<file path="src/rtl/imgseq_pkg.sv">
package imgseq_pkg;

    typedef enum logic {
        MODE_SLOW = 1'b0,
        MODE_FAST = 1'b1
    } cap_mode_e;

    localparam int unsigned PHASE_COUNT = 3;

    typedef struct packed {
        logic      running;
        cap_mode_e mode;
        logic [1:0] phase;
    } seq_state_t;

    function automatic logic [1:0] mod3_next(input logic [1:0] v);
        return (v == 2'd2) ? 2'd0 : v + 2'd1;
    endfunction

endpackage

</file>
<file path="src/rtl/seq_sync_edge.sv">
module seq_sync_edge #(
    parameter bit BOTH_EDGES = 1'b1
) (
    input  logic clk,
    input  logic rst,
    input  logic async_in,
    output logic pulse_o
);
    logic [2:0] pipe_q;

    always_ff @(posedge clk) begin
        if (rst) pipe_q <= '0;
        else     pipe_q <= {pipe_q[1:0], async_in};
    end

    generate
        if (BOTH_EDGES) begin : g_any_edge
            assign pulse_o = pipe_q[1] ^ pipe_q[2];
        end else begin : g_rise_edge
            assign pulse_o = pipe_q[1] & ~pipe_q[2];
        end
    endgenerate

    a_r10_pulse_single: assert property (@(posedge clk) disable iff (rst)
        pulse_o |=> !pulse_o);

endmodule

</file>
<file path="src/rtl/seq_line_track.sv">
module seq_line_track #(
    parameter int LINE_W = 11
) (
    input  logic              clk,
    input  logic              rst,
    input  logic              clear,
    input  logic              hs_pulse,
    output logic [LINE_W-1:0] line_o,
    output logic [1:0]        mod3_o
);
    localparam logic [LINE_W-1:0] LINE_MAX = '1;

    logic              half_q;
    logic [LINE_W-1:0] line_q;
    logic [1:0]        mod3_q;

    always_ff @(posedge clk) begin
        if (rst || clear) begin
            half_q <= 1'b0;
            line_q <= '0;
            mod3_q <= 2'd0;
        end else if (hs_pulse) begin
            half_q <= ~half_q;
            if (half_q) begin
                mod3_q <= imgseq_pkg::mod3_next(mod3_q);
                if (line_q != LINE_MAX) line_q <= line_q + 1'b1;
            end
        end
    end

    assign line_o = line_q;
    assign mod3_o = mod3_q;

    a_r3_clear_zero: assert property (@(posedge clk) disable iff (rst)
        clear |=> (line_o == '0) && (mod3_o == 2'd0));

    a_r2_never_back: assert property (@(posedge clk) disable iff (rst)
        !clear |=> line_o >= $past(line_o));

    a_r2_one_line_per_two: assert property (@(posedge clk) disable iff (rst)
        (!clear && !hs_pulse) |=> $stable(line_o));

endmodule

</file>
<file path="src/rtl/seq_frame_ctrl.sv">
module seq_frame_ctrl
    import imgseq_pkg::*;
#(
    parameter int FRAMES  = 5,
    parameter int FRAME_W = 3
) (
    input  logic               clk,
    input  logic               rst,
    input  logic               enable,
    input  logic               fast_req,
    input  logic               vs_pulse,
    output seq_state_t         state_o,
    output logic [FRAME_W-1:0] frame_o,
    output logic               done_o
);
    localparam logic [FRAME_W-1:0] LAST_FRAME = FRAME_W'(FRAMES - 1);

    seq_state_t         st_q;
    logic [FRAME_W-1:0] frame_q;
    logic               done_q;
    cap_mode_e          req_mode;
    logic               at_last;

    assign req_mode = fast_req ? MODE_FAST : MODE_SLOW;
    assign at_last  = (st_q.mode == MODE_SLOW) || (frame_q == LAST_FRAME);

    always_ff @(posedge clk) begin
        if (rst) begin
            st_q    <= '{running: 1'b0, mode: MODE_SLOW, phase: 2'd0};
            frame_q <= '0;
            done_q  <= 1'b0;
        end else if (!enable) begin
            st_q.running <= 1'b0;
            st_q.phase   <= 2'd0;
            frame_q      <= '0;
            done_q       <= 1'b0;
        end else begin
            done_q <= 1'b0;
            if (vs_pulse) begin
                st_q.running <= 1'b1;
                st_q.mode    <= req_mode;
                if (!st_q.running) begin
                    st_q.phase <= 2'd0;
                    frame_q    <= '0;
                end else begin
                    done_q <= at_last;
                    if (at_last || (req_mode != st_q.mode)) begin
                        st_q.phase <= 2'd0;
                        frame_q    <= '0;
                    end else begin
                        st_q.phase <= mod3_next(st_q.phase);
                        frame_q    <= frame_q + 1'b1;
                    end
                end
            end
        end
    end

    assign state_o = st_q;
    assign frame_o = frame_q;
    assign done_o  = done_q;

    a_r7_done_one_cycle: assert property (@(posedge clk) disable iff (rst)
        done_o |=> !done_o);

    a_r7_done_at_vsync: assert property (@(posedge clk) disable iff (rst)
        done_o |-> $past(vs_pulse));

    a_r8_mode_only_at_vsync: assert property (@(posedge clk) disable iff (rst)
        !vs_pulse |=> $stable(state_o.mode));

    a_r7_slow_frame_zero: assert property (@(posedge clk) disable iff (rst)
        (state_o.mode == MODE_SLOW) |-> (frame_o == '0));

endmodule

</file>
<file path="src/rtl/imager_expo_seq.sv">
module imager_expo_seq
    import imgseq_pkg::*;
#(
    parameter int LINE_W          = 11,
    parameter int FRAMES_PER_COMP = 5,
    parameter int FRAME_W         = (FRAMES_PER_COMP > 1) ? $clog2(FRAMES_PER_COMP) : 1
) (
    input  logic               clk,
    input  logic               rst,
    input  logic               enable_in,
    input  logic               fast_mode_in,
    input  logic               hsync_in,
    input  logic               vsync_in,
    output logic               start_o,
    output logic               frame_valid_o,
    output logic [LINE_W-1:0]  tag_line_o,
    output logic [FRAME_W-1:0] tag_frame_o,
    output logic               composite_done_o
);
    logic               hs_pulse;
    logic               vs_pulse;
    logic [LINE_W-1:0]  line_cnt;
    logic [1:0]         line_mod3;
    seq_state_t         seq_st;
    logic [FRAME_W-1:0] frame_idx;
    logic               expose_d;
    logic               start_q;

    seq_sync_edge #(.BOTH_EDGES(1'b1)) u_hsync (
        .clk(clk), .rst(rst), .async_in(hsync_in), .pulse_o(hs_pulse)
    );

    seq_sync_edge #(.BOTH_EDGES(1'b0)) u_vsync (
        .clk(clk), .rst(rst), .async_in(vsync_in), .pulse_o(vs_pulse)
    );

    seq_line_track #(.LINE_W(LINE_W)) u_lines (
        .clk(clk), .rst(rst),
        .clear(vs_pulse || !enable_in),
        .hs_pulse(hs_pulse),
        .line_o(line_cnt),
        .mod3_o(line_mod3)
    );

    seq_frame_ctrl #(.FRAMES(FRAMES_PER_COMP), .FRAME_W(FRAME_W)) u_frames (
        .clk(clk), .rst(rst),
        .enable(enable_in),
        .fast_req(fast_mode_in),
        .vs_pulse(vs_pulse),
        .state_o(seq_st),
        .frame_o(frame_idx),
        .done_o(composite_done_o)
    );

    assign expose_d = seq_st.running &&
                      ((seq_st.mode == MODE_SLOW) || (line_mod3 == seq_st.phase));

    always_ff @(posedge clk) begin
        if (rst) start_q <= 1'b0;
        else     start_q <= enable_in && expose_d;
    end

    assign start_o       = start_q;
    assign frame_valid_o = seq_st.running;
    assign tag_line_o    = line_cnt;
    assign tag_frame_o   = frame_idx;

    a_r9_disable_forces_low: assert property (@(posedge clk) disable iff (rst)
        !enable_in |=> !start_o && !frame_valid_o);

    a_r1_start_needs_valid: assert property (@(posedge clk) disable iff (rst)
        start_o |-> $past(frame_valid_o));

    a_r4_slow_holds_high: assert property (@(posedge clk) disable iff (rst)
        (enable_in && seq_st.running && seq_st.mode == MODE_SLOW) |=> start_o);

endmodule

</file>
<file path="config.mk">
export PLATFORM = sky130hd
export DESIGN_NAME = imager_expo_seq
export DESIGN_NICKNAME = d
export VERILOG_FILES = /design/src/rtl/imgseq_pkg.sv /design/src/rtl/seq_sync_edge.sv /design/src/rtl/seq_line_track.sv /design/src/rtl/seq_frame_ctrl.sv /design/src/rtl/imager_expo_seq.sv
export SDC_FILE = /design/constraint.sdc
export NUM_CORES = 1
export LEC_CHECK = 0
export BUFFER_PORTS_ARGS = -buffer_cell sky130_fd_sc_hd__buf_2
export CAP_MARGIN = 20
export CORE_MARGIN = 3
export CORE_UTILIZATION = 40
export CTS_CLUSTER_DIAMETER = 40
export DETAILED_ROUTE_END_ITERATION = 12
export GPL_ROUTABILITY_DRIVEN = 0
export SETUP_SLACK_MARGIN = 0.02
export SLEW_MARGIN = 20
export SYNTH_ARGS = -nofsm -noshare
export SYNTH_HDL_FRONTEND = slang
export SYNTH_SLANG_ARGS = --single-unit
</file>
<file path="constraint.sdc">
create_clock -name clk -period 3.25 [get_ports clk]
set_input_delay 0.1625 -clock clk [delete_from_list [all_inputs] [get_ports clk]]
set_output_delay 0.1625 -clock clk [all_outputs]
set_load 0.02 [all_outputs]
</file>
# == After elaboration in Yosys (flattened, before gate mapping) ==
# Index checks and enable logic that the tools add are counted.
# classes
muxes,7
multipliers,0
n_lt_le_gt_ge,0
n_div,0
n_eq_ne,6
n_shift,0
n_reduce_logical,13
addsub,4
bitwise_logic,8
# ops
op,n
"adder 11 x 1 -> 11 bit, second input constant",1
"inequality test 11 bit, second input constant",1
two-way mux 2 bit,4
two-way mux 3 bit,2
inverter 1 bit,6
logical OR 1 bit,5
"adder 2 x 1 -> 2 bit, second input constant",2
"equality test 2 bit, second input constant",2
AND reduction 2 bit,2
OR reduction 4 bit,1
"adder 3 x 1 -> 3 bit, second input constant",1
"equality test 3 bit, second input constant",1
AND reduction 3 bit,1
equality test 2 bit,1
logical AND 1 bit,2
OR reduction 2 bit,1
AND 1 bit,1
logical NOT 1 bit,1
two-way mux 1 bit,1
inequality test 1 bit,1
XOR 1 bit,1
# totals
latchBits,0
ramBits,0
output_inout_bits,17
n_memories,0
romBits,0
wordCells,49
regBits,29
input_bits,6

# == Logic depth before layout (Yosys ltp) ==
# Gate-level depths: netlist (run 1).
# logic_depth
ltp_word,5
depth_mapped,7
ltp_nobuf,6

# == Cells and area by module ==
# From an unflattened synthesis (run 1), not the netlist that was laid out.
# hier_totals
cells_unflattened,142
hier_area_um2,1288.7
# by_module_without_submodules
module,cells_per_inst,seq_area_each_um2,instances,area_per_inst_um2
seq_line_track,79,280.3,1,669.4
seq_frame_ctrl,43,160.2,1,385.4
seq_sync_edge,7,60.1,2,87.6
imager_expo_seq,6,20.0,1,58.8

# == Worst setup path after synthesis (run 1) ==
# Ideal clock, no wire load.
# synth_path
kind,reg-to-reg
startpoint,reg u_lines.line_q[0] (netlist: u_lines.line_o[0])
endpoint,reg u_lines.line_q[4] (netlist: u_lines.line_o[4])
setup_time_ns,0.070
stages_incl_launch_ff,6
arrival_time_ns,1.576
required_ns,3.180
synth_period_minus_slack_ns,1.646
n_path_buf,0
slack_ns,1.604
path_cell_list,dfxtp_1 ha_1 nand4_1 nand2b_1 or3_2 a21oi_1
# synth_via
elab_chain_cells,2
elab_cells_between_ends,3
cone_classes,1 x add/sub; 1 x eq/ne; 1 x reduce/logical
# synth_rtl
element,line_no,text
from (decl),seq_line_track.sv:14,logic [LINE_W-1:0] line_q;
from (signal assigned),seq_line_track.sv:26,if (line_q != LINE_MAX) line_q <= line_q + 1'b1;
"parallel branches: the longest is 2 deep, another holds adder 11 x 1 -> 11 bit",-,
# Parallel ways; which one is timed is not known.
# A chain may end at the register's enable or synchronous reset.

# == Final worst setup path (run 1) ==
# layout_path
startpoint,reg u_lines.line_q[5] (netlist: u_lines.line_o[5])
endpoint,reg u_lines.line_q[9] (netlist: u_lines.line_o[9])
# The elaborated chain is that of the path after synthesis.

==> results of run 1 <==
-- cell type report --
cell class	count	area (sq um)
clock inverters	3	17.52
well taps	31	38.79
inverters	5	18.77
repair buffers	22	110.1
flip-flops and latches	29	580.6
clock buffers	5	37.54
multi-input cells	105	626.9
fillers	288	1423
-- cell families after synthesis --
logic type,Yosys count
compound gates,27
xor+xnor,4
fa+ha+maj,3
buf+inv,8
flops,29
mux,1
simple gates,70
-- power by group --
part,internal (mW),leakage (nW),switching (mW)
sequential,0.359,0.235,0.00251
combinational,0.00774,0.299,0.0127
clock,0.0814,0.0310,0.129
-- worst min path at each step --
| stage | endpoint | slack [ns] | cells after the start |
|---|---|---|---|
| 6_report | u_hsync.pipe_q[0]$_SDFF_PP0_ | 0.04 | 2 |
| 5_1_grt | u_hsync.pipe_q[0]$_SDFF_PP0_ | 0.03 | 2 |
| 4_1_cts | u_hsync.pipe_q[0]$_SDFF_PP0_ | 0.03 | 2 |
| 3_5_place_dp | u_hsync.pipe_q[0]$_SDFF_PP0_ | 0.38 | 2 |
| 3_3_place_gp | u_hsync.pipe_q[0]$_SDFF_PP0_ | 0.37 | 2 |
| 2_1_floorplan | u_frames.state_o[2]$_SDFFE_PP0P_ | 0.23 | 1 |
-- critical path, stage by stage, from the launching register on --
cell	delay, ns
dfxtp_1	0.47
nand4_2	0.20
or3_1	0.38
or4_1	0.43
a21oi_1	0.16
-- cells in the mapped netlist (2+ instances only) --
cell type | count | share of area
nand2b_1 | 3 | 0.015
ha_1 | 3 | 0.030
xor2_1 | 2 | 0.014
nand4_1 | 2 | 0.010
inv_1 | 5 | 0.015
nand3_1 | 5 | 0.020
nor2b_1 | 7 | 0.035
nor3_1 | 7 | 0.028
and2_1 | 2 | 0.010
o31ai_1 | 2 | 0.012
nand2_1 | 16 | 0.048
a21oi_1 | 11 | 0.044
clkbuf_1 | 2 | 0.0061
a31oi_1 | 2 | 0.010
or3_1 | 3 | 0.015
o21ai_0 | 7 | 0.028
or4_1 | 2 | 0.012
nor4_1 | 3 | 0.015
dfxtp_1 | 29 | 0.47
nor2_1 | 12 | 0.036
-- flip-flops by register name (all words and copies together), names as in the netlist --
register / cells
u_lines.mod3_o: 2
u_frames.state_o: 4
u_lines.line_o: 11
u_vsync.pipe_q: 3
u_frames.done_o: 1
start_o: 1
u_frames.frame_o: 3
u_lines.half_q: 1
u_hsync.pipe_q: 3
-- per-layer routing --
metal  share of wire  routed length (microns)  global-route usage  vias to the layer above
li1                -                        -                   -                      555
met1            0.48                     1200              0.1992                      500
met2            0.45                     1138              0.2317                       33
met3           0.059                      148             0.06289                        2
met4          0.0080                       20             0.07576                        0
met5               0                        0                   0                        -
-- stage by stage --
stage	power (mW)	area, sq um	instances	worst slack (ns)
5_1_grt	0.6239	1430	200	1.376
6_report	0.5929	1430	200	1.535
3_5_place_dp	0.3906	1375	192	1.590
3_3_place_gp	0.3899	1375	192	1.622
4_1_cts	0.6025	1430	200	1.551
2_1_floorplan	0.3827	1239	142	1.604
==> impl_summary.log, run 1 <==
[metrics] commonest cells after routing, fill and taps aside: 29 x dfxtp_1, 22 x buf_2, 16 x nand2_1
[metrics] number of vias in the routed layout: 1090
[metrics] CP startpoint: u_lines.line_o[5]$_SDFFE_PP0P_
[metrics] Nets: 177
[metrics] number of flops mapped to enable cells by yosys: 0
[metrics] number of global-route vias before repair: 977
[metrics] Net Count, Synth: 151
[metrics] number of vias per cell: 5.450
[metrics] CORE AREA: 0.002853 sq mm
[metrics] dominant combinational cell family by area after synthesis: simple AND/OR/NAND/NOR gates
[metrics] share of cell area taken by muxes after synthesis: 0.009091
[metrics] final hold violations: 0
[metrics] root buf cell: clkbuf_4
[metrics] routed len/inst: 12.54 microns
[metrics] CTS sink count: 29
[metrics] launch point of the worst reg-to-reg path: u_lines.line_o[5]$_SDFFE_PP0P_
[metrics] kind of critical path: flop to flop
[metrics] tightest hold margin: 0.04253 ns
[metrics] global-route wire length before repair: 4353 microns
[metrics] number of remaining DRC errors: 0
[metrics] clock tree skew after final layout: 0.01159 ns
[metrics] critical path data required time: 3.51 ns
[metrics] startpoint types: flop
[metrics] outcome: finished clean
[metrics] max-capacitance violation count: 0
[metrics] areal power density over the cells: 414.6 mW/mm^2
[metrics] CTS tree: done
[metrics] global-route congestion overflow total: 0
[metrics] compound-cell area share of the yosys netlist: 0.1303
[metrics] final count of negative-setup-slack endpoints: 0
[metrics] worst min path class: primary input to flop
[metrics] Die Outline Area: 0.003801 sq mm
[metrics] nature of the critical path endpoint: flop
[metrics] number of antenna violations at the first check in global routing: 0
[metrics] number of antenna-violating nets in the routed design: 0
[metrics] maximum count of clock buffers along a single path: 2
[metrics] most common cell after layout, fill and taps aside: dfxtp_1
[metrics] Static Leakage: 0.5646 nW
[metrics] most frequently used flop master after synthesis: dfxtp_1
[metrics] Synth async-reset ratio: 0
[metrics] basic-gate share of the synthesized area counting and, or, nand and nor cells: 0.3020
[metrics] Std-Cell Rows: 19
[metrics] logic depth of the worst register-to-register path: 4
[metrics] final standard cell utilization of the core: 0.5013
[metrics] final critical-path share of the clock period: 0.5276
[metrics] slack of the worst reg-to-reg path: 1.54 ns
[metrics] Seq cells post-synth: 29
[metrics] Mapped Avg Cell Area: 8.723 sq um
[metrics] post-CTS setup buffers: 0
[metrics] Max Fclk: 0.5831 GHz
[metrics] total number of H-tree levels: 2
[metrics] count of routing violations after the opening detailed-route iteration: 74
[metrics] area delta synth->final: 15.45%
[metrics] destination of the worst register-to-register timing path: u_lines.line_o[9]$_SDFFE_PP0P_
[metrics] die span in y: 61.65 microns
[metrics] worst-path maximum fanout: 7
[metrics] Worst Tran Pin Value: 0.5618 ns
[metrics] gate count of the mapped netlist: 142
[metrics] number of warnings issued by yosys: 0
[metrics] area share of fa/ha/maj cells after synthesis: 0.03030
[metrics] sum of net half-perimeters after detailed placement: 1849 microns
[metrics] detailed-route wire length: 2507 microns
[metrics] Worst Hold Launch: hsync_in
[metrics] end point of the critical path: u_lines.line_o[9]$_SDFFE_PP0P_
[metrics] clock transition at the registers of the reported paths: 0.10 ns
[metrics] antenna cells: 0
[metrics] number of iterations in the first detailed-routing pass: 4
[metrics] pin count of the biggest net entering global routing: 17
[metrics] die span in x: 61.65 microns
[metrics] count of cell types in the netlist: 37
[metrics] arrival time reported for the critical path endpoint: 1.97 ns
[metrics] initial standard-cell utilization of the core: 0.4342
[metrics] peak ir drop on the vdd network: 276.7 uV
[metrics] Post-Syn Area: 0.001239 sq mm
[metrics] unrepaired setup endpoints after global routing: no
[metrics] fraction of final layout cells sized beyond drive strength 1: 0.2189
[metrics] count of buffers from port buffering: 22
[metrics] number of resized instances in the post-cts repair step: 0
[metrics] GRT Total Usage: 0.1572
[metrics] register area share after synthesis: 0.4687
[metrics] final period demand of the worst path: 1.715 ns
[metrics] final sum of negative setup slack: 0 ns
[metrics] hold_buf cts: 0
[metrics] final number of max-transition violations: 0
[metrics] Max transition margin: 0.6226
[metrics] TritonCTS buffer count: 5
[metrics] ports placed on the boundary: 23
[metrics] area share of xor/xnor cells in the synthesized design: 0.03434
[metrics] clk_lat worst skew: 0.33 ns
Power figures use the tool's default switching activity.
==> run 2, diff against run 1 <==
Settings changed: ABC_AREA from default to 1.
Clock period 3.25 ns to 1.6 ns, I/O delays scaled along.
==> run 2 against run 1 <==
  * Worst setup slack got worse by 1.4 ns
  * Critical path depth is 5 higher
  * Final area rose by 12%
  * Critical path type unchanged
  * Hold slack worse by 0.0075 ns
  * Via count grew 6.8%
  * Critical endpoint is now u_lines.line_o[0]$_SDFFE_PP0P_
  * Largest cell class unchanged
  * Flip-flop and latch count unchanged
  * Total power up 120%
  * Die area rose by 8.3%
  * Routed wire length rose by 0.84%
  * Synthesized cell count rose by 27%
  * Clock power grew 140%
==> impl_summary.log, run 2 <==
[metrics] Power, Total: 1.299 mW (+120%)
[metrics] Mapped Avg Cell Area: 7.473 sq um (-14%)
[metrics] kind of critical path: flop to flop
[metrics] number of flip-flops under the largest register name: 11 (unchanged)
[metrics] clock tree skew after final layout: 0.007448 ns (-0.004137 ns)
[metrics] maximum count of clock buffers along a single path: 2 (unchanged)
[metrics] count of routing violations after the opening detailed-route iteration: 45 (-39%)
[metrics] Worst Tran Pin Value: 0.3527 ns (-0.2091 ns)
[metrics] most repeated library cell on the critical path: nand2_1
[metrics] startpoint types: flop
[metrics] Seq cells post-synth: 29 (unchanged)
[metrics] fraction of post-synthesis cell area in the top cell type by area: 0.4292 (-0.03945)
[metrics] clk_lat worst skew: 0.32 ns (about the same)
[metrics] tightest hold margin: 0.03507 ns (-0.007465 ns)
[metrics] post-CTS setup buffers: 0 (unchanged)
[metrics] outcome: finished clean
[metrics] Max transition margin: 0.7646 (+0.1420)
[metrics] area delta synth->final: 17.95%
[metrics] Die Outline Area: 0.004115 sq mm (+8.3%)
[metrics] final standard cell utilization of the core: 0.5100 (+0.008684)
[metrics] Post-Syn Area: 0.001353 sq mm (+9.2%)
[metrics] GRT Total Usage: 0.1380 (-0.01928)
[metrics] CORE AREA: 0.003128 sq mm (+9.6%)
[metrics] final count of negative-setup-slack endpoints: 0 (unchanged)
[metrics] die span in x: 64.15 microns (+4.1%)
[metrics] Nets: 219 (+24%)
[metrics] Max Fclk: 0.6976 GHz (+20%)
[metrics] antenna cells: 0 (unchanged)
[metrics] most common cell after layout, fill and taps aside: nand2_1
[metrics] routed len/inst: 9.914 microns (-21%)
[metrics] global-route wire length before repair: 4416 microns (+1.4%)
[metrics] critical-path cell with the highest stage delay: dfxtp_1
[metrics] critical path data required time: 1.87 ns (-1.64 ns)
[metrics] CTS tree: done
[metrics] number of antenna-violating nets in the routed design: 0 (unchanged)
[metrics] max-capacitance violation count: 0 (unchanged)
[metrics] number of vias per cell: 4.565 (-16%)
[metrics] most frequently used flop master after synthesis: dfxtp_1
[metrics] arrival time reported for the critical path endpoint: 1.70 ns (-0.27 ns)
[metrics] final number of max-transition violations: 0 (unchanged)
[metrics] Net Count, Synth: 190 (+26%)
[metrics] number of vias in the routed layout: 1164 (+6.8%)
[metrics] areal power density over the cells: 814.1 mW/mm^2 (+96%)
[metrics] commonest cells after routing, fill and taps aside: 31 x nand2_1, 30 x nor2_1, 29 x dfxtp_1
[metrics] Static Leakage: 0.6594 nW (+17%)
[metrics] ports placed on the boundary: 23 (unchanged)
[metrics] worst-path maximum fanout: 8 (+1)
[metrics] final critical-path share of the clock period: 0.8960 (+0.3683)
[metrics] Yosys top cell by area: dfxtp_1
[metrics] gate count of the mapped netlist: 181 (+27%)
[metrics] total number of H-tree levels: 2 (unchanged)
[metrics] list of cells traversed by the critical path: ha_1 -> nand2_1 -> nor2_4 -> nand3_4 -> nand2_4 -> inv_4 -> nand2_2 -> nand2_1 -> nor2_1
[metrics] commonest cells in the netlist: 31 x nand2_1, 30 x nor2_1, 29 x dfxtp_1
[metrics] peak ir drop on the vdd network: 548.2 uV (+98%)
[metrics] count of cell types in the netlist: 26 (-30%)
[metrics] unrepaired setup endpoints after global routing: no
[metrics] Synth async-reset ratio: 0 (unchanged)
[metrics] number of antenna violations at the first check in global routing: 0 (unchanged)
[metrics] root buf cell: clkbuf_4
[metrics] number of iterations in the first detailed-routing pass: 5 (+1)
[metrics] worst min path class: primary input to flop
[metrics] clock transition at the registers of the reported paths: 0.10 ns (about the same)
[metrics] number of resized instances in the post-cts repair step: 0 (unchanged)
[metrics] global-route congestion overflow total: 0 (unchanged)
[metrics] TritonCTS buffer count: 5 (unchanged)
[metrics] Std-Cell Rows: 20 (+1)
[metrics] worst setup margin: 0.1664 ns (-1.369 ns)
[metrics] count of buffers from port buffering: 22 (unchanged)
[metrics] final sum of negative setup slack: 0 ns (unchanged)
[metrics] dominant cell by count in the synthesized netlist: nand2_1
[metrics] Area contributors post-synth: dfxtp_1 43%, nand2_1 8.6%, nor2_1 8.3%, inv_1 7.2%, a21oi_1 3.7%
[metrics] final hold violations: 0 (unchanged)
[metrics] number of remaining DRC errors: 0 (unchanged)
[metrics] sum of net half-perimeters after detailed placement: 1966 microns (+6.3%)
[metrics] final period demand of the worst path: 1.434 ns (-0.2813 ns)
[metrics] detailed-route wire length: 2528 microns (+0.84%)
[metrics] die span in y: 64.15 microns (+4.1%)
[metrics] number of warnings issued by yosys: 0 (unchanged)
[metrics] setup slack at placement: 0.1754 ns (-1.415 ns)
[metrics] fraction of final layout cells sized beyond drive strength 1: 0.2275 (+0.008553)
[metrics] CTS sink count: 29 (unchanged)
[metrics] nature of the critical path endpoint: flop
[metrics] register area share after synthesis: 0.4292 (-0.03945)
[metrics] number of flops mapped to enable cells by yosys: 0 (unchanged)
[metrics] pin count of the biggest net entering global routing: 14 (-3)
[metrics] initial standard-cell utilization of the core: 0.4324 (-0.001811)
[metrics] number of global-route vias before repair: 1084 (+11%)
[metrics] largest stage delay on the critical path: 0.42 ns (-0.05 ns)
-- run 2: cells by family after synthesis --
| group | count (synthesis) | synth area share |
|---|---|---|
| flip-flops | 29 | 0.4292 |
| buffers and inverters | 33 | 0.1027 |
| AND/OR/NAND/NOR | 91 | 0.3303 |
| XOR/XNOR | 4 | 0.02591 |
| AO/OA/AOI/OAI | 21 | 0.08418 |
| adder cells (fa/ha/maj) | 3 | 0.02776 |
-- run 2: cell type report --
| cell class | count | area (sq um) |
|---|---|---|
| clock buffer | 7 | 65.06 |
| fill | 332 | 1533 |
| timing repair buffer | 26 | 145.1 |
| sequential | 29 | 580.6 |
| inverter | 29 | 111.4 |
| tap | 44 | 55.05 |
| multi-input combinational | 119 | 633.1 |
| clock inverter | 1 | 5.005 |
-- run 2: per-layer routing --
metal	routed length [microns]	GRT usage	vias to the layer above
met5	0	0	-
met4	39	0.05541	0
met3	154	0.05800	6
met2	1185	0.2413	22
met1	1149	0.1452	512
li1	-	-	624
-- run 2: worst max-delay path: cells and delay by family (launching register included) --
family	cells	cell delay (ns)
adders and majority gates	1	0.23
and+or+nand+nor	7	0.66
buffers and inverters	1	0.04
DFF	1	0.42
-- run 2: what timing repair did --
action / CTS / global route
endpoints found under the hold margin: 2 / 0
setup endpoints to repair: 0 / 0
hold buffers: 2 / 0
-- run 2: path summary, 6_finish.rpt --
| kind | from | endpoint | slack [ns] | cells past startpoint |
|---|---|---|---|---|
| max reg2reg | u_lines.line_o[1]$_SDFFE_PP0P_ | u_lines.line_o[0]$_SDFFE_PP0P_ | 0.17 | 9 |
| min reg2reg | u_hsync.pipe_q[0]$_SDFF_PP0_ | u_hsync.pipe_q[1]$_SDFF_PP0_ | 0.41 | 2 |
| max | u_lines.line_o[1]$_SDFFE_PP0P_ | u_lines.line_o[0]$_SDFFE_PP0P_ | 0.17 | 9 |
| min | rst | u_hsync.pipe_q[0]$_SDFF_PP0_ | 0.04 | 2 |
-- run 2: stage by stage --
stage                     instance area [sq um]  instances
final                                      1595        255
after global routing                       1595        255
after CTS                                  1595        255
after detailed placement                   1505        245
after global placement                     1505        245
after floorplan                            1353        181
-- run 2: where the power goes --
part | internal (mW) | switching, mW
registers | 0.730 | 0.00317
logic | 0.0211 | 0.0352
clock network | 0.254 | 0.255
total | 1.01 | 0.293
==> run 3, diff against run 2 <==
Settings changed: REMOVE_ABC_BUFFERS from default to 1.
==> run 3 against run 2 <==
  * Sequential power about the same
  * Critical path depth down 2
  * Global-route usage is 0.84 points higher
  * Critical endpoint is now u_lines.line_o[4]$_SDFFE_PP0P_
  * Clock skew grew 0.0017 ns
  * Clock-buffer cell count is 1 lower
  * Routed wire length is 2.1% higher
  * Clock power is 25% higher
  * Register-to-register slack is essentially flat
  * Via count fell by 0.26%
  * Critical path type unchanged
  * Largest cell class unchanged
==> impl_summary.log, run 3 (synthesis results as in run 2) <==
[metrics] total number of H-tree levels: 2 (unchanged)
[metrics] routed len/inst: 10.13 microns (+2.1%)
[metrics] cell class contributing the biggest share of worst-path delay: simple AND/OR/NAND/NOR gates
[metrics] worst-path maximum fanout: 8 (unchanged)
[metrics] Die Outline Area: 0.004115 sq mm (unchanged)
[metrics] CTS tree: done
[metrics] nature of the critical path endpoint: flop
[metrics] outcome: finished clean
[metrics] global-route congestion overflow total: 0 (unchanged)
[metrics] number of iterations in the first detailed-routing pass: 3 (-2)
[metrics] critical path data required time: 1.86 ns (about the same)
[metrics] final sum of negative setup slack: 0 ns (unchanged)
[metrics] fraction of final layout cells sized beyond drive strength 1: 0.2275 (unchanged)
[metrics] combinational cell fraction of total power: 0.039 (-0.004)
[metrics] clk_lat worst skew: 0.33 ns (about the same)
[metrics] logic depth of the worst register-to-register path: 7 (-2)
[metrics] number of antenna-violating nets in the routed design: 0 (unchanged)
[metrics] TritonCTS buffer count: 5 (unchanged)
[metrics] most repeated library cell on the critical path: nand2_1
[metrics] Static Leakage: 0.6626 nW (+0.48%)
[metrics] initial standard-cell utilization of the core: 0.4324 (unchanged)
[metrics] most common cell after layout, fill and taps aside: nand2_1
[metrics] area delta synth->final: 19.33%
[metrics] startpoint types: flop
[metrics] CORE AREA: 0.003128 sq mm (unchanged)
[metrics] slack of the worst reg-to-reg path: 0.17 ns (about the same)
[metrics] arrival time reported for the critical path endpoint: 1.68 ns (-0.02 ns)
[metrics] commonest cells after routing, fill and taps aside: 31 x nand2_1, 30 x nor2_1, 29 x dfxtp_1
[metrics] CTS sink count: 29 (unchanged)
[metrics] areal power density over the cells: 884.7 mW/mm^2 (+8.7%)
[metrics] unrepaired setup endpoints after global routing: no
[metrics] internal power: 1.123 mW (+12%)
[metrics] switching pwr: 0.3053 mW (+4.2%)
[metrics] die span in x: 64.15 microns (unchanged)
[metrics] maximum count of clock buffers along a single path: 2 (unchanged)
[metrics] count of buffers from port buffering: 22 (unchanged)
[metrics] number of remaining DRC errors: 0 (unchanged)
[metrics] number of gates on the worst path with buffers counted: 7 (-2)
[metrics] Worst Hold Launch: enable_in
[metrics] number of vias per cell: 4.553 (-0.26%)
[metrics] pin count of the biggest net entering global routing: 14 (unchanged)
[metrics] antenna cells: 0 (unchanged)
[metrics] sum of net half-perimeters after detailed placement: 1982 microns (+0.81%)
[metrics] Nets: 219 (unchanged)
[metrics] final critical-path share of the clock period: 0.8928 (-0.003192)
[metrics] number of flip-flops under the largest register name: 11 (unchanged)
[metrics] final count of negative-setup-slack endpoints: 0 (unchanged)
[metrics] worst min path class: primary input to flop
[metrics] launch point of the worst reg-to-reg path: u_lines.line_o[1]$_SDFFE_PP0P_
[metrics] kind of critical path: flop to flop
[metrics] final number of max-transition violations: 0 (unchanged)
[metrics] critical-path cell with the highest stage delay: dfxtp_1
[metrics] final standard cell utilization of the core: 0.5160 (+0.006000)
[metrics] number of antenna violations at the first check in global routing: 0 (unchanged)
[metrics] Power, Total: 1.428 mW (+9.9%)
[metrics] relative contribution of sequential cells to total power: 0.514 (-0.051)
[metrics] max-capacitance violation count: 0 (unchanged)
[metrics] peak ir drop on the vdd network: 651.1 uV (+19%)
[metrics] final hold violations: 0 (unchanged)
[metrics] Hold Crit Depth: 3 (+1)
[metrics] global-route wire length before repair: 4643 microns (+5.1%)
[metrics] fraction of power spent switching nets: 0.2138 (-0.01183)
[metrics] clock tree skew after final layout: 0.009182 ns (+0.001734 ns)
[metrics] die span in y: 64.15 microns (unchanged)
[metrics] number of global-route vias before repair: 1154 (+6.5%)
[metrics] worst hold path endpoint: u_frames.state_o[2]$_SDFFE_PP0P_
[metrics] layout filler cell count: 333 (+0.30%)
[metrics] sum of buffers and inverters on the critical path: 0 (-1)
[metrics] destination of the worst register-to-register timing path: u_lines.line_o[4]$_SDFFE_PP0P_
[metrics] Max Fclk: 0.7000 GHz (+0.36%)
[metrics] root buf cell: clkbuf_4
[metrics] final period demand of the worst path: 1.428 ns (-0.005107 ns)
[metrics] part of the total power dissipated in the clock network: 0.447 (+0.055)
[metrics] detailed-route wire length: 2582 microns (+2.1%)
[metrics] list of cells traversed by the critical path: ha_1 -> nand2_1 -> nor2_4 -> nand3_4 -> nand2_4 -> nand2_1 -> a21oi_1
[metrics] count of routing violations after the opening detailed-route iteration: 31 (-31%)
[metrics] number of vias in the routed layout: 1161 (-0.26%)
[metrics] ports placed on the boundary: 23 (unchanged)
[metrics] GRT Total Usage: 0.1464 (+0.008421)
[metrics] Worst Tran Pin Value: 0.3449 ns (-0.007786 ns)
[metrics] Max transition margin: 0.7698 (+0.005197)
[metrics] largest stage delay on the critical path: 0.41 ns (about the same)
[metrics] Std-Cell Rows: 20 (unchanged)
[metrics] clock transition at the registers of the reported paths: 0.09 ns (about the same)
-- run 3: per-stage QoR --
step | hold WS [ns] | area, sq um | std cells | setup slack (ns)
floorplan | 0.1512 | 1325 | 177 | 0.1047
global placement | 0.2816 | 1505 | 245 | 0.2389
detailed placement | 0.2881 | 1505 | 245 | 0.1775
CTS | 0.01359 | 1614 | 255 | 0.1673
global route | 0.01634 | 1614 | 255 | 0.02972
finish | 0.03149 | 1614 | 255 | 0.1715
-- run 3: final cells by class --
type	count	area, sq um	area share
well taps	44	55.05	0.03411
inverters	29	111.4	0.06899
repair buffers	26	145.1	0.08992
clock buffers	6	51.30	0.03178
clock inverters	2	37.54	0.02326
flip-flops and latches	29	580.6	0.3597
multi-input cells	119	633.1	0.3922
-- run 3: timing repair --
action | in CTS | in global routing
endpoints found under the hold margin | 2 | 0
gates resized for setup | 0 | 0
hold buffers | 2 | 0
setup buffers | 0 | 0
-- run 3: worst max-delay path by stage --
| stage | from | to |
|---|---|---|
| finish | u_lines.line_o[1]$_SDFFE_PP0P_ | u_lines.line_o[4]$_SDFFE_PP0P_ |
| global route | u_lines.line_o[1]$_SDFFE_PP0P_ | u_lines.line_o[4]$_SDFFE_PP0P_ |
| CTS | u_lines.line_o[1]$_SDFFE_PP0P_ | u_lines.line_o[4]$_SDFFE_PP0P_ |
| detailed placement | u_lines.line_o[1]$_SDFFE_PP0P_ | u_lines.line_o[5]$_SDFFE_PP0P_ |
| global placement | u_lines.line_o[1]$_SDFFE_PP0P_ | u_lines.line_o[4]$_SDFFE_PP0P_ |
| floorplan | u_lines.line_o[0]$_SDFFE_PP0P_ | u_lines.line_o[1]$_SDFFE_PP0P_ |
-- run 3: power by group through the flow --
stage / registers [mW] / logic (mW) / clock network [mW]
2_1_floorplan: 0.751 / 0.0319 / 0
3_3_place_gp: 0.750 / 0.0524 / 0
3_5_place_dp: 0.750 / 0.0535 / 0
4_1_cts: 0.734 / 0.0574 / 0.658
5_1_grt: 0.735 / 0.0634 / 0.689
6_report: 0.733 / 0.0560 / 0.638
-- run 3: worst reg2reg max path, cell delays in order (launching register included) --
cell and delay (ns):
dfxtp_1 0.41, ha_1 0.23, nand2_1 0.11, nor2_4 0.14
nand3_4 0.14, nand2_4 0.12, nand2_1 0.05, a21oi_1 0.15
-- run 3: routing by layer --
metal / track usage / vias up / part of all wire
li1: - / 623 / -
met1: 0.1483 / 512 / 0.43
met2: 0.2658 / 21 / 0.50
met3: 0.05448 / 5 / 0.049
met4: 0.06332 / 0 / 0.018
met5: 0 / - / 0
